## src/rtl/lpc_dma_responder.sv

```systemverilog
module lpc_dma_responder #(
  parameter int RSV_CH = 4
) (
  input  logic       clk,
  input  logic       rst_n,
  input  logic       frame_n,
  input  logic [3:0] lad_in,
  output logic [3:0] lad_out,
  output logic       lad_oe,
  input  logic [7:0] chan_req,
  input  logic       loc_ready,
  input  logic       end_req,
  input  logic       fault_req,
  output logic [7:0] rd_data,
  output logic       rd_valid,
  input  logic [7:0] wr_data,
  output logic       wr_take,
  output logic       tc_out
);

  typedef enum logic [3:0] {
    S_IDLE, S_CHAN, S_SIZE, S_RLO, S_RHI, S_HT1, S_HT2,
    S_RSYN, S_PT1, S_PT2, S_WSYN, S_WLO, S_WHI
  } st_t;

  localparam logic [3:0] SY_WAIT = 4'h5;
  localparam logic [3:0] SY_DONE = 4'h0;
  localparam logic [3:0] SY_ERR  = 4'hA;
  localparam logic [3:0] SY_MORE = 4'h9;
  localparam logic [2:0] RSV     = 3'(RSV_CH);

  st_t        st;
  logic       st_pend, dir_wr, tc_l, stop;
  logic [1:0] idx, nlast;
  logic [7:0] bsh;

  logic [3:0] fin;
  logic       in_sync, hs, last_now;

  assign fin      = fault_req ? SY_ERR : (end_req ? SY_DONE : SY_MORE);
  assign in_sync  = (st == S_RSYN) || (st == S_WSYN);
  assign hs       = in_sync && loc_ready && frame_n;
  assign last_now = (idx == nlast) || (fin != SY_MORE);

  assign lad_oe   = frame_n && (in_sync || st == S_PT1 || st == S_WLO || st == S_WHI);
  assign lad_out  = in_sync       ? (loc_ready ? fin : SY_WAIT) :
                    (st == S_WLO) ? bsh[3:0] :
                    (st == S_WHI) ? bsh[7:4] :
                    (st == S_PT1) ? 4'hF : 4'h0;
  assign rd_data  = bsh;
  assign rd_valid = hs && !dir_wr;
  assign wr_take  = hs && dir_wr;
  assign tc_out   = hs && tc_l && (idx == nlast);

  always_ff @(posedge clk) begin
    if (!rst_n) begin
      st      <= S_IDLE;
      st_pend <= 1'b0;
      dir_wr  <= 1'b0;
      tc_l    <= 1'b0;
      stop    <= 1'b0;
      idx     <= '0;
      nlast   <= '0;
      bsh     <= '0;
    end else if (!frame_n) begin
      st      <= S_IDLE;
      st_pend <= (lad_in == 4'h0);
    end else begin
      st_pend <= 1'b0;
      case (st)
        S_IDLE: if (st_pend && lad_in[3:2] == 2'b10) begin
          dir_wr <= lad_in[1];
          st     <= S_CHAN;
        end
        S_CHAN: begin
          tc_l <= lad_in[3];
          st   <= (lad_in[2:0] != RSV && chan_req[lad_in[2:0]]) ? S_SIZE : S_IDLE;
        end
        S_SIZE: begin
          idx  <= '0;
          stop <= 1'b0;
          case (lad_in[1:0])
            2'b00:   nlast <= 2'd0;
            2'b01:   nlast <= 2'd1;
            default: nlast <= 2'd3;
          endcase
          if (lad_in[1:0] == 2'b10) st <= S_IDLE;
          else                      st <= dir_wr ? S_HT1 : S_RLO;
        end
        S_RLO: begin
          bsh[3:0] <= lad_in;
          st       <= S_RHI;
        end
        S_RHI: begin
          bsh[7:4] <= lad_in;
          st       <= S_HT1;
        end
        S_HT1: st <= S_HT2;
        S_HT2: st <= dir_wr ? S_WSYN : S_RSYN;
        S_RSYN: if (loc_ready) begin
          stop <= last_now;
          st   <= S_PT1;
        end
        S_PT1: st <= S_PT2;
        S_PT2: begin
          if (dir_wr || stop) st <= S_IDLE;
          else begin
            idx <= idx + 2'd1;
            st  <= S_RLO;
          end
        end
        S_WSYN: if (loc_ready) begin
          bsh  <= wr_data;
          stop <= last_now;
          st   <= S_WLO;
        end
        S_WLO: st <= S_WHI;
        S_WHI: begin
          if (stop) st <= S_PT1;
          else begin
            idx <= idx + 2'd1;
            st  <= S_WSYN;
          end
        end
        default: st <= S_IDLE;
      endcase
    end
  end

endmodule

```

## config.mk

```make
export PLATFORM = sky130hd
export DESIGN_NAME = lpc_dma_responder
export DESIGN_NICKNAME = d
export VERILOG_FILES = /design/src/rtl/lpc_dma_responder.sv
export SDC_FILE = /design/constraint.sdc
export NUM_CORES = 1
export LEC_CHECK = 0
export CAP_MARGIN = 20
export CORE_MARGIN = 5
export CORE_UTILIZATION = 40
export DETAILED_ROUTE_END_ITERATION = 8
export GPL_TIMING_DRIVEN = 1
export PLACE_DENSITY_LB_ADDON = 0.2
export SYNTH_ARGS = -nofsm -noshare
export SYNTH_HDL_FRONTEND = slang
export SYNTH_SLANG_ARGS = --single-unit
```

## constraint.sdc

```tcl
create_clock -name clk -period 1.5 [get_ports clk]
set_input_delay 0.225 -clock clk [delete_from_list [all_inputs] [get_ports clk]]
set_output_delay 0.225 -clock clk [all_outputs]
set_load 0.1 [all_outputs]
```

==> flow_summary.toml <==
[logic_synthesis]
synth-compound-area-share_pct = 26.0
synth_nets = 223
async_reset_ff_share_pct = 0
synth_top_area_share_pct = 26.3
synth_top_family_by_area = "simple AND/OR/NAND/NOR gates"
synth-main-ff-cell = "dfxtp_1"
synth-seq-cells = 20
synth_xor_area_share_pct = 2.30
synth_area_per_cell_sq_um = 7.74
synth_edf_count = 0
synthMuxAreaShare_pct = 7.22
synth.largest_area_cell = "dfxtp_1"
synthTopCellsByCount = "20 x dfxtp_1, 18 x a21oi_1, 16 x nand2_1"
yosysMostFrequentCell = "dfxtp_1"
yosysSeqAreaShare_pct = 26.3
synth_fa_ha_area_share_pct = 0
synth.distinct_cells = 52
synth_cells = 197
netlist_top_cells_area = "dfxtp_1 26%, mux2i_1 7.2%, a21oi_1 5.9%"
synth_simple_gate_area_share_pct = 31.2
netlist_area_sq_um = 1530
yosys_warnings = 0

[clock_tree]
cts_buffers = 3
clk_latency_ns = 0.27
cts_hold_buf = 0
clockRootBuffer = "clkbuf_8"
htreeDepth = 1
cts_buffer_depth = 2
clkSlewWorstSetupHoldPaths_ns = 0.08
cts_tree = "done"
clkSinkCount = 20

[setup_path]
start_kind = "register"
r2r-start = "st[3]$_SDFFE_PN0P_"
path_max_fanout = 5
crit_path_end_kind = "primary output"
cp_data_required_time_ns = 1.27
path_cells = "and3b_4 > a21oi_4 > nor2_4 > buf_4 > buf_6 > a21o_4 > buf_12"
slowest_stage = "dfxtp_4"
worst-path-buf-inv = 3
max_stage_delay_ns = 0.38
crit_family = "buffers and inverters"
cp.arrival_ns = 1.71
startpoint = "st[2]$_SDFFE_PN0P_"
worstSetupPathType = "register to primary output"

[placement]
hpwl_um = 3910
gp_congestion = 0.900
placed_area_sq_um = 2450
io_buffers = 40

[status]
status = "finished, violations left"
violations = "negative setup slack"

[global_route]
grt_pass1_wl_um = 9020
grt_usage_pct = 22.0
gr-total-overflow = 0
grt_max_degree = 18
grt_pass1_vias = 1853
antenna_found_initial = 0

[cells_and_area]
nets = 306
syn_to_final_growth_pct = 91.8
finalInstanceArea_sq_um = 2930
n_antenna_cell = 0
drive_above_1_share_pct = 51.6

[floorplanning]
num_rows = 22
ioPinCount = 42
die_x_um = 71.8
initial_core_util_pct = 41.4
coreArea_sq_um = 3690
die_height_um = 71.8
fp.dieArea_sq_um = 5150

[sta]
setup_viol = 20
report.final.slew_viol_count = 0
setup_ws_ns = -0.431
holdWs_ns = 0.488
rsz0062_at_grt = "yes"
hold_viol = 0
timing.slew.headroom_pct = 75.4
fin_crit_sh_pct = 129
clock_skew_ns = 0.00829
worst_pin_slew_ns = 0.359
totalNegativeSetupSlack_ns = -4.36
timing.fmax_ghz = 0.518
post-route-min-period_ns = 1.93

[power_and_ir_drop]
p_leak_uw = 0.00113
total_power_uw = 1120
ir_drop_uv = 360
power.density_nw_per_um2 = 384

[routing]
wl_um = 5800
vias = 1844
drcViolationCount = 0
wl_per_cell_um = 17.7
drt_iter0_markers = 178
viasPerCell = 5.64
ant_nets = 0
first_pass_iters = 6

[min_path]
min-delay-start = "nlast[1]$_SDFFE_PN0P_"
hp-class = "register to register"

[job]
max_cap_violations = 0
[layout by cell type (no fill, tap or decap), types with 5 or more instances in the layout]
| cell type | synthesis | routed |
|---|---|---|
| dfxtp_2 | 0 | 7 |
| nand2b_1 | 10 | 5 |
| nand2_1 | 16 | 11 |
| mux2i_1 | 11 | 11 |
| o21ai_2 | 0 | 5 |
| clkdlybuf4s50_1 | 0 | 24 |
| o21ai_0 | 13 | 8 |
| buf_4 | 0 | 38 |
| buf_12 | 0 | 19 |
| a21oi_2 | 1 | 7 |
| o21ai_1 | 7 | 7 |
| a21oi_1 | 18 | 9 |
| nor2_4 | 1 | 6 |
| buf_6 | 3 | 12 |
| nor2_1 | 11 | 7 |
| nand2b_4 | 0 | 5 |
| dfxtp_1 | 20 | 10 |
[report_power, final]
part | switching, uW | leakage [uW] | internal, uW | total, uW
Clock | 203 | 0.0000288 | 235 | 437
Sequential | 0.190 | 0.000167 | 525 | 525
Combinational | 65.4 | 0.000938 | 96.3 | 162
[path summary, 6_finish.rpt]
check | end | slack (ns) | depth (start not counted)
setup / recovery | lad_out[3] | -0.43 | 7
setup reg to reg | st[0]$_SDFFE_PN0P_ | -0.23 | 9
hold reg to reg | nlast[1]$_SDFFE_PN0P_ | 0.49 | 2
hold / removal | nlast[1]$_SDFFE_PN0P_ | 0.49 | 2
[worst register-to-register path, stage by stage, from the launching register on]
cell	delay (ns)
dfxtp_2	0.33
buf_6	0.11
buf_6	0.12
buf_6	0.12
nor4b_4	0.23
buf_4	0.18
a21boi_4	0.25
a311oi_2	0.08
o22a_1	0.18
nor2_1	0.08
[per-layer routing]
metal / part of all wire [%] / up-vias / track usage [%]
met3: 6.1 / 7 / 4.49
met4: 1.2 / 0 / 6.89
met1: 41 / 893 / 27.5
met2: 52 / 69 / 37.9
li1: - / 875 / -
met5: 0 / - / 0
[layout make-up]
| class | instances | area [sq um] |
|---|---|---|
| inverter | 6 | 22.5 |
| sequential | 20 | 420 |
| clock buffer | 4 | 55.1 |
| timing repair buffer | 93 | 1040 |
| fill | 232 | 763 |
| tap | 48 | 60.1 |
| multi-input combinational | 156 | 1330 |
[per-stage QoR]
step,instances,util [%],setup slack (ns)
floorplan,197,-,-0.829
global placement,311,66.4,-0.353
detailed placement,311,66.4,-0.349
CTS,323,75.5,-0.408
global route,327,79.3,-0.468
finish,327,79.3,-0.431
[logic make-up (layout without fill, tap and decap cells)]
group                  count (synthesis)  count (layout)
AO/OA/AOI/OAI                         62              62
buffers and inverters                 21             103
XOR/XNOR                               4               4
AND/OR/NAND/NOR                       79              79
multiplexers                          11              11
flip-flops                            20              20
[state kept, by name, indices dropped and copies added, names as in the netlist]
signal / cells
rd_data: 8
st: 4
idx: 2
nlast: 2
dir_wr: 1
st_pend: 1
stop: 1
tc_l: 1
[repair_timing]
action,4_1_cts,5_1_grt
setup buffers,9,4
gates resized for setup,52,30
pin swaps,17,11
endpoints found under the setup margin,20,25
gates cloned,0,0
Note: power is estimated with default switching activity, not from simulation.
